[src/rtl/i2cr_pkg.sv]
package i2cr_pkg;
   typedef enum logic [2:0] {
      ST_IDLE    = 3'd0,
      ST_RD_FIRST = 3'd1,
      ST_RD_BUSY = 3'd2,
      ST_RD_NEXT = 3'd3,
      ST_WR      = 3'd4
   } rsp_state_t;

   typedef enum logic [1:0] {
      END_STOP    = 2'd0,
      END_RESTART = 2'd1,
      END_NACK    = 2'd2,
      END_BUSERR  = 2'd3
   } end_code_t;
endpackage

[src/rtl/i2cr_sat_cnt.sv]
module i2cr_sat_cnt #(
   parameter int W        = 8,
   parameter bit SATURATE = 1'b1
) (
   input  logic         clk,
   input  logic         rst_n,
   input  logic         clr,
   input  logic         inc,
   output logic [W-1:0] q,
   output logic [W-1:0] q_inc
);
   localparam logic [W-1:0] TOP = '1;

   generate
      if (SATURATE) begin : g_sat
         assign q_inc = (q == TOP) ? TOP : q + 1'b1;

         sat_hold_chk: assert property (@(posedge clk) disable iff (!rst_n)
            (q == TOP && inc && !clr) |=> (q == TOP));
      end else begin : g_wrap
         assign q_inc = q + 1'b1;
      end
   endgenerate

   always_ff @(posedge clk or negedge rst_n) begin
      if (!rst_n)   q <= '0;
      else if (clr) q <= '0;
      else if (inc) q <= q_inc;
   end
endmodule

[src/rtl/i2cr_tx_pick.sv]
module i2cr_tx_pick #(
   parameter int         W   = 8,
   parameter logic [7:0] PAD = 8'h00
) (
   input  logic [W-1:0] idx,
   input  logic [W-1:0] len,
   input  logic [7:0]   data,
   output logic [7:0]   byte_o
);
   assign byte_o = (idx < len) ? data : PAD;
endmodule

[src/rtl/i2cr_rx_gate.sv]
module i2cr_rx_gate #(
   parameter int W = 8
) (
   input  logic         valid,
   input  logic [W-1:0] idx,
   input  logic [W-1:0] cap,
   output logic         keep
);
   assign keep = valid && (idx < cap);
endmodule

[src/rtl/i2c_target_responder.sv]
module i2c_target_responder
   import i2cr_pkg::*;
#(
   parameter int         CNT_W    = 8,
   parameter logic [7:0] PAD_BYTE = 8'h00,
   parameter bit         SATURATE = 1'b1
) (
   input  logic             clk,
   input  logic             rst_n,
   input  logic             addr_hit,
   input  logic             addr_rd,
   input  logic             bus_tx_empty,
   input  logic             bus_tx_done,
   input  logic             bus_nack,
   input  logic             bus_stop,
   input  logic             bus_rx_valid,
   input  logic [7:0]       bus_rx_byte,
   input  logic [CNT_W-1:0] src_len,
   input  logic [7:0]       src_byte,
   output logic [CNT_W-1:0] src_idx,
   input  logic [CNT_W-1:0] snk_cap,
   output logic             tx_load,
   output logic [7:0]       tx_byte,
   output logic             stop_clear,
   output logic             snk_we,
   output logic [CNT_W-1:0] snk_idx,
   output logic [7:0]       snk_byte,
   output logic             done,
   output logic [1:0]       done_code,
   output logic [CNT_W-1:0] done_count
);
   initial begin
      param_range_chk: assert (CNT_W >= 2 && CNT_W <= 16)
         else $fatal(1, "CNT_W out of range");
   end

   rsp_state_t       st_q, st_d;
   logic [CNT_W-1:0] cnt_q, cnt_inc_v, cnt_now;
   logic             cnt_clr, cnt_inc;
   logic [7:0]       pick_byte;
   logic             rx_keep;
   logic             ld_d, end_d, we_d, sclr_d, start_new;
   end_code_t        code_d;
   logic [CNT_W-1:0] count_d;

   i2cr_sat_cnt #(.W(CNT_W), .SATURATE(SATURATE)) u_cnt (
      .clk(clk), .rst_n(rst_n), .clr(cnt_clr), .inc(cnt_inc),
      .q(cnt_q), .q_inc(cnt_inc_v)
   );

   i2cr_tx_pick #(.W(CNT_W), .PAD(PAD_BYTE)) u_pick (
      .idx(cnt_q), .len(src_len), .data(src_byte), .byte_o(pick_byte)
   );

   i2cr_rx_gate #(.W(CNT_W)) u_gate (
      .valid(bus_rx_valid), .idx(cnt_q), .cap(snk_cap), .keep(rx_keep)
   );

   assign src_idx = cnt_q;

   always_comb begin
      st_d      = st_q;
      cnt_clr   = 1'b0;
      cnt_inc   = 1'b0;
      ld_d      = 1'b0;
      end_d     = 1'b0;
      we_d      = 1'b0;
      sclr_d    = 1'b0;
      start_new = 1'b0;
      code_d    = END_STOP;
      count_d   = cnt_q;
      cnt_now   = cnt_q;
      unique case (st_q)
         ST_IDLE: begin
            if (addr_hit) start_new = 1'b1;
         end
         ST_RD_FIRST: begin
            if (bus_nack) begin
               end_d = 1'b1; code_d = END_NACK; st_d = ST_IDLE;
            end else if (bus_stop) begin
               end_d = 1'b1; code_d = END_STOP; sclr_d = 1'b1; st_d = ST_IDLE;
            end else if (addr_hit) begin
               end_d = 1'b1; code_d = END_RESTART; start_new = 1'b1;
            end else if (bus_tx_empty) begin
               ld_d = 1'b1; st_d = ST_RD_BUSY;
            end
         end
         ST_RD_BUSY: begin
            if (bus_nack) begin
               cnt_inc = 1'b1; end_d = 1'b1; code_d = END_NACK;
               count_d = cnt_inc_v; st_d = ST_IDLE;
            end else if (bus_tx_done) begin
               cnt_inc = 1'b1; st_d = ST_RD_NEXT;
            end else if (bus_stop) begin
               end_d = 1'b1; code_d = END_STOP; sclr_d = 1'b1; st_d = ST_IDLE;
            end else if (addr_hit) begin
               end_d = 1'b1; code_d = END_RESTART; start_new = 1'b1;
            end
         end
         ST_RD_NEXT: begin
            if (bus_nack || bus_stop || addr_hit) begin
               end_d = 1'b1; code_d = END_BUSERR; sclr_d = bus_stop;
               st_d = ST_IDLE;
            end else if (bus_tx_empty) begin
               ld_d = 1'b1; st_d = ST_RD_BUSY;
            end
         end
         ST_WR: begin
            if (rx_keep) begin
               we_d = 1'b1; cnt_inc = 1'b1; cnt_now = cnt_inc_v;
            end
            count_d = cnt_now;
            if (addr_hit) begin
               end_d = 1'b1; code_d = END_RESTART; start_new = 1'b1;
            end else if (bus_stop) begin
               end_d = 1'b1; code_d = END_STOP; sclr_d = 1'b1; st_d = ST_IDLE;
            end
         end
         default: st_d = ST_IDLE;
      endcase
      if (start_new) begin
         cnt_clr = 1'b1;
         st_d    = addr_rd ? ST_RD_FIRST : ST_WR;
      end
   end

   always_ff @(posedge clk or negedge rst_n) begin
      if (!rst_n) begin
         st_q       <= ST_IDLE;
         tx_load    <= 1'b0;
         tx_byte    <= 8'h00;
         stop_clear <= 1'b0;
         snk_we     <= 1'b0;
         snk_idx    <= '0;
         snk_byte   <= 8'h00;
         done       <= 1'b0;
         done_code  <= 2'd0;
         done_count <= '0;
      end else begin
         st_q       <= st_d;
         tx_load    <= ld_d;
         tx_byte    <= ld_d ? pick_byte : 8'h00;
         stop_clear <= sclr_d;
         snk_we     <= we_d;
         snk_idx    <= we_d ? cnt_q : '0;
         snk_byte   <= we_d ? bus_rx_byte : 8'h00;
         done       <= end_d;
         done_code  <= end_d ? code_d : END_STOP;
         done_count <= end_d ? count_d : '0;
      end
   end


   pad_zero_chk: assert property (@(posedge clk) disable iff (!rst_n)
      (tx_load && ($past(src_idx) >= $past(src_len))) |-> (tx_byte == PAD_BYTE));


   sink_in_bounds_chk: assert property (@(posedge clk) disable iff (!rst_n)
      snk_we |-> (snk_idx < $past(snk_cap)));


   stop_clr_done_chk: assert property (@(posedge clk) disable iff (!rst_n)
      stop_clear |-> (done && (done_code == END_STOP || done_code == END_BUSERR)));


   done_load_excl_chk: assert property (@(posedge clk) disable iff (!rst_n)
      $onehot0({done, tx_load}));
endmodule

[config.mk]
export PLATFORM = sky130hd
export DESIGN_NAME = i2c_target_responder
export DESIGN_NICKNAME = d
export VERILOG_FILES = /design/src/rtl/i2cr_pkg.sv /design/src/rtl/i2cr_sat_cnt.sv /design/src/rtl/i2cr_tx_pick.sv /design/src/rtl/i2cr_rx_gate.sv /design/src/rtl/i2c_target_responder.sv
export SDC_FILE = /design/constraint.sdc
export NUM_CORES = 1
export LEC_CHECK = 0
export CAP_MARGIN = 20
export CORE_ASPECT_RATIO = 1.25
export CORE_MARGIN = 10
export CORE_UTILIZATION = 51
export CTS_BUF_LIST = sky130_fd_sc_hd__clkbuf_8
export CTS_CLUSTER_SIZE = 30
export DETAILED_ROUTE_END_ITERATION = 10
export PLACE_DENSITY = 0.88
export SLEW_MARGIN = 20
export SYNTH_ARGS = -nofsm -noshare
export SYNTH_HDL_FRONTEND = slang
export SYNTH_SLANG_ARGS = --single-unit
[constraint.sdc]
create_clock -name clk -period 3.58 [get_ports clk]
set_clock_uncertainty 0.15 [all_clocks]
set_input_delay 0.716 -clock clk [delete_from_list [all_inputs] [get_ports clk]]
set_output_delay 0.716 -clock clk [all_outputs]
set_load 0.01 [all_outputs]
# Yosys cells after proc, flatten, opt, wreduce, memory -nomap -nowiden
# Cells that the tools add are included.
[op_classes]
add_sub_neg = 1
n_mul = 0
div_mod_pow = 0
magnitude_cmp = 2
eq_ne = 8
n_shift = 0
muxes = 63
n_bitwise = 0
n_reduce_logical = 7
[ops]
columns = ["cell", "n"]
rows = [
  ["2-to-1 mux 8 bit", 10],
  ["2-to-1 mux 3 bit", 11],
  ["2-to-1 mux 1 bit", 30],
  ["less-than comparator 8 bit", 2],
  ["one-hot mux 8 bit (2 select lines)", 1],
  ["one-hot mux 3 bit (5 select lines)", 1],
  ["adder 8 x 1 -> 8 bit, second input constant", 1],
  ["equality test 8 bit, second input constant", 1],
  ["2-to-1 mux 2 bit", 4],
  ["one-hot mux 1 bit (4 select lines)", 2],
  ["one-hot mux 2 bit (4 select lines)", 1],
  ["equality test 3 x 2 -> 1 bit, second input constant", 2],
  ["!= test 5 bit, second input constant", 1],
  ["one-hot mux 1 bit (2 select lines)", 2],
  ["equality test 3 x 1 -> 1 bit, second input constant", 1],
  ["equality test 3 bit, second input constant", 1],
  ["zero test 3 bit", 1],
  ["!= test 3 bit, second input constant", 1],
  ["one-hot mux 1 bit (3 select lines)", 1],
  ["AND reduction 3 bit", 1],
  ["logical OR 1 bit", 2],
  ["!= test 2 bit, second input constant", 1],
  ["nonzero test 2 bit", 1],
  ["OR reduction 2 bit", 1],
  ["logical AND 1 bit", 1],
]
[word_totals]
ff_bits = 49
latchBits = 0
ram_bits = 0
mem_bits_ro = 0
input_bits = 41
out_inout_bits = 46
elab_cells = 92
memories = 0

# Longest topological paths before layout
[logic_depth]
ltp_word = 7
ltp_mapped = 9
mapped_depth_nobuf = 8

# Modules after synthesis
# A second synthesis with hierarchy kept.
[hier_totals]
cells_unflattened = 275
area_unflattened_um2 = 2718.9
[modules_own_cells]
columns = ["mod", "n_inst", "cells_each", "area_per_inst_um2", "seq_area_each_um2"]
rows = [
  ["i2c_target_responder", 1, 147, 1696.6, 1026.0],
  ["i2cr_sat_cnt", 1, 62, 549.3, 200.2],
  ["i2cr_tx_pick", 1, 40, 289.0, 0.0],
  ["i2cr_rx_gate", 1, 26, 183.9, 0.0],
]

# Least setup slack after synthesis
# OpenSTA, ideal clock, no wires.
[synth_timing]
kind = "input port to flip-flop"
from = "in snk_cap[6]"
to = "reg u_cnt.q[7]"
setup_time_ps = 123
arrival_time_ps = 2375
slack_ps = 932
path_stages = 9
n_path_buf = 1
cell_sequence = "inv_1 ha_1 a21o_1 a2111oi_4 nand2_4 o22ai_4 buf_6 mux2i_1 nor2_1"
[synth_via]
elab_chain_len = 5
[synth_lines]
columns = ["element", "line", "text"]
rows = [
  ["start: declaration", "i2c_target_responder.sv:21", "input logic [CNT_W-1:0] snk_cap,"],
  ["less-than comparator 8 bit", "i2cr_rx_gate.sv:9", "assign keep = valid && (idx < cap);"],
  ["logical AND 1 bit", "i2cr_rx_gate.sv:9", ""],
  ["2-to-1 mux 1 bit", "i2c_target_responder.sv:109", "if (rx_keep) begin"],
  ["one-hot mux 1 bit (2 select lines)", "i2c_target_responder.sv:73", "unique case (st_q)"],
  ["nonzero test 2 bit (no line)", "n/a", ""],
  ["end signal: assignment", "i2cr_sat_cnt.sv:28", "else if (inc) q <= q_inc;"],
  ["end: declaration", "i2cr_sat_cnt.sv:9", "output logic [W-1:0] q,"],
]
# Every way passes these cells.
# A chain may end at the register's enable or synchronous reset.

# Final worst setup path
[layout_timing]
from = "in snk_cap[6]"
to = "reg u_cnt.q[5]"
# Same word-level chain as after synthesis.

==> metrics.log <==
INFO  metric crit-reg2reg-launch = u_cnt.q[7]
INFO  metric drtPass1Iterations = 4
INFO  metric clock_tree.htree_level_count = 2
INFO  metric number_of_clock_buffers_inserted_by_tritoncts = 5
INFO  metric crit_path_top_delay_cell = a2111oi_4
INFO  metric synth.ff_latch_count = 49
INFO  metric num_io_pins = 87
INFO  metric die_w = 83.88 µm
INFO  metric number_of_library_cell_types_mapped_by_synthesis = 47
INFO  metric post-cts-setup-buffer-count = 0
INFO  metric clk-insertion-delay-late = 0.30 ns
INFO  metric routabilityCongestion = 0.8155
INFO  metric worst_slew_pin_slew = 0.6851 ns
INFO  metric r2r_setup_slack = between 0.7 and 0.8 ns
INFO  metric syn_inst = 257
INFO  metric synth_enable_flop_cells = 0
INFO  metric timing_max_transition_violations_final = 0
INFO  metric pwr_density_cell = around 300 nW/µm²
INFO  metric routedLengthMet1 = roughly 2.7 mm
INFO  metric cts_tree = done
INFO  metric routed.top_layer = met4
INFO  metric post_route_cells_drive_above_1_share = 0.06195
INFO  metric achievable-frequency = 0.3209 GHz
INFO  metric min_period_over_period = 0.8704
INFO  metric largest_net_degree_at_the_start_of_global_routing = 50
INFO  metric first_pass_grt_wire_length = roughly 11 mm
INFO  metric dpl.hpwl = 5.320 mm
INFO  metric cts_root_buffer = clkbuf_8
INFO  metric ir_drop = 229.3 µV
INFO  metric worst_setup_hold_path_clk_slew = 0.10 ns
INFO  metric timing.critical_path.from = snk_cap[6]
INFO  metric syn-cell-area = 2601 µm²
INFO  metric port_buffers = 86
INFO  metric worstPathRequired = around 3.6 ns
INFO  metric post_drt_wl_per_cell = 17.05 µm
INFO  metric synthesis.nets = 313
INFO  metric cp.buffers_inverters = 2
INFO  metric setup-violations-final = 0
INFO  metric grt_setup_unrepaired = no
INFO  metric worstSetupPathType = input port to flop
INFO  metric die_footprint = 8375 µm²
INFO  metric track_usage = 0.1603
INFO  metric drt-initial-drc-count = 167
INFO  metric cp_num_cells = 9
INFO  metric finalHoldViolCount = 0
INFO  metric clock_sinks = between 40 and 50
INFO  metric rows = 29
INFO  metric timing.critical_path.cells = clkdlybuf4s50_1 > inv_1 > ha_1 > a21o_1 > a2111oi_4 > nand2_4 > o22ai_4 > a21oi_1 > a311oi_1
INFO  metric primary_ff_master_synth = dfrtp_1
INFO  metric grt_antenna_before_repair = 0
INFO  metric crit-reg2reg-capture = u_cnt.q[5]
INFO  metric rr_worst_depth = 7
INFO  metric layout.core_utilization = 0.7134
INFO  metric ctsResizeCount = 0
INFO  metric totalWireLength = 6.837 mm
INFO  metric yosysSeqAreaShare = 0.4714
INFO  metric ctsLongestPathBuffers = 2
INFO  metric hold_buffers = 0
INFO  metric setup.worst_path.end_class = flop
INFO  metric syn_to_final_growth = 37.33%
INFO  metric coreArea = 5007 µm²
INFO  metric maximum_fanout_along_the_worst_path = 14
INFO  metric power.leakage = 0.001654 µW
INFO  metric cap_viol_max_count = 0
INFO  metric timing.setup.tns = 0 ns
INFO  metric type_of_the_tightest_min_delay_check = input port to async pin
INFO  metric max_stage_delay = 0.51 ns
INFO  metric num_vias = 2,254
INFO  metric post_synth.cell_area_avg = 10.12 µm²
INFO  metric drc_errors = 0
INFO  metric grt_pass1_vias = ~2,200
INFO  metric asyncSetResetFlopFracSynth = 1.000
INFO  metric diodes = 0
INFO  metric final_period_minus_worst_setup_slack = 3.116 ns
INFO  metric worst_path_dominant_cell_family = compound AO/OA/AOI/OAI gates
INFO  metric critical_path.startpoint_type = input port
INFO  metric drt-vias-per-instance = 5.621
INFO  metric status = complete, no violations
INFO  metric cp_data_arrival_time = 3.18 ns
INFO  metric dr_wl_met2 = 3.644 mm
INFO  metric slew_headroom = 0.5405
INFO  metric number_of_antenna_violating_nets_in_the_routed_design = 0
INFO  metric grt-ovfl-total = 0
INFO  metric detailroute.wirelength.met3 = 405 µm
INFO  metric dieHeight = around 100 µm
INFO  metric finish.net_count = 394
INFO  metric ys_warn_count = 0
INFO  metric start_util = 0.5195
sequential cells by signal (all words and copies together), names as in the netlist:
| register | count |
|---|---|
| snk_idx | 8 |
| snk_we | 1 |
| stop_clear | 1 |
| u_cnt.q | 8 |
| st_q | 3 |
| tx_load | 1 |
| tx_byte | 8 |
| done | 1 |
| done_code | 2 |
| snk_byte | 8 |
| done_count | 8 |
where the power goes:
part / internal (µW) / switching (µW) / leakage (µW)
Clock: 139 / 192 / 0.0000445
Combinational: 85.5 / 78.1 / 0.000932
Sequential: 564 / 12.1 / 0.000677
layer usage:
layer	up-vias	GRT usage
li1	1065	-
met1	1092	0.1807
met2	87	0.2900
met3	10	0.03890
met4	0	0.05032
met5	-	0
cell usage after synthesis (all sizes together), types with 2 or more instances:
master   count  area (µm²)
dfrtp       49        1226
nor2b        4       25.02
nand2       11       48.80
a211oi       5       47.54
a31oi        3       18.77
a2111oi      3       45.05
mux2i        5       50.05
a21oi       19       98.85
buf          7       43.79
o22ai        3       32.53
nand3        3       15.01
nand2b       5       31.28
inv         23       86.33
a21o         5       37.54
o211ai       2       15.01
o21ai        9       56.31
nor3         4       20.02
a311oi       5       43.79
nor2        18       67.56
clkbuf       7       26.28
and3         5       31.28
and2        27       168.9
o32ai        2       17.52
nand4        4       25.02
ha          15       187.7
per-stage QoR:
stage               setup WS [ns]  hold slack, ns  power (µW)  cells  cell area (µm²)
floorplan                  0.9322          0.2704       659.6    257             2601
global placement           0.2515          0.5079       746.2    393             3480
detailed placement         0.1682          0.5244       752.2    393             3480
CTS                        0.4823          0.4853        1073    401             3570
global route               0.3184          0.3131        1111    401             3572
finish                     0.4640          0.2606        1071    401             3572
layout make-up:
cell class	instances	area [µm²]
fillers	365	1435
multi-input cells	171	1219
repair buffers	88	873.3
clock buffers	5	68.82
well taps	62	77.57
inverters	23	86.33
clock inverters	3	21.27
flip-flops and latches	49	1226
worst max-delay path by stage:
stage | to | slack, ns
2_1_floorplan | u_cnt.q[7] | 0.93
3_3_place_gp | u_cnt.q[5] | 0.25
3_5_place_dp | u_cnt.q[5] | 0.17
4_1_cts | u_cnt.q[5] | 0.48
5_1_grt | u_cnt.q[5] | 0.32
6_report | u_cnt.q[5] | 0.46
logic make-up (layout without fill, tap and decap cells):
family / Yosys count / in the layout / synth area share
simple gates: 87 / 87 / 0.1847
compound gates: 64 / 64 / 0.1924
flops: 49 / 49 / 0.4714
buf+inv: 37 / 119 / 0.06013
fa+ha+maj: 15 / 15 / 0.07215
mux: 5 / 5 / 0.01924
cells in the final DEF, fill, tap and decap left out, drive strengths merged, types with 2 or more instances in the layout:
cell | Yosys | final
buf | 7 | 3
a2111oi | 3 | 3
clkbuf | 7 | 5
o22ai | 3 | 3
nand2 | 11 | 11
clkdlybuf4s50 | 0 | 85
mux2i | 5 | 5
nand3 | 3 | 3
nor2 | 18 | 18
o211ai | 2 | 2
nor3 | 4 | 4
a211oi | 5 | 5
a311oi | 5 | 5
a31oi | 3 | 3
and2 | 27 | 27
a21oi | 19 | 19
nor2b | 4 | 4
nand4 | 4 | 4
o32ai | 2 | 2
ha | 15 | 15
inv | 23 | 24
o21ai | 9 | 9
dfrtp | 49 | 49
a21o | 5 | 5
nand2b | 5 | 5
and3 | 5 | 5
worst reg2reg max path, cell delays in order, from the launching register on:
cell and delay, ns:
dfrtp_1 0.52, ha_1 0.41, and4_4 0.21, a2111oi_4 0.48, nand2_4 0.12, o22ai_4 0.41
a21oi_1 0.14, a311oi_1 0.27
Note: power is estimated with default switching activity, not from simulation.
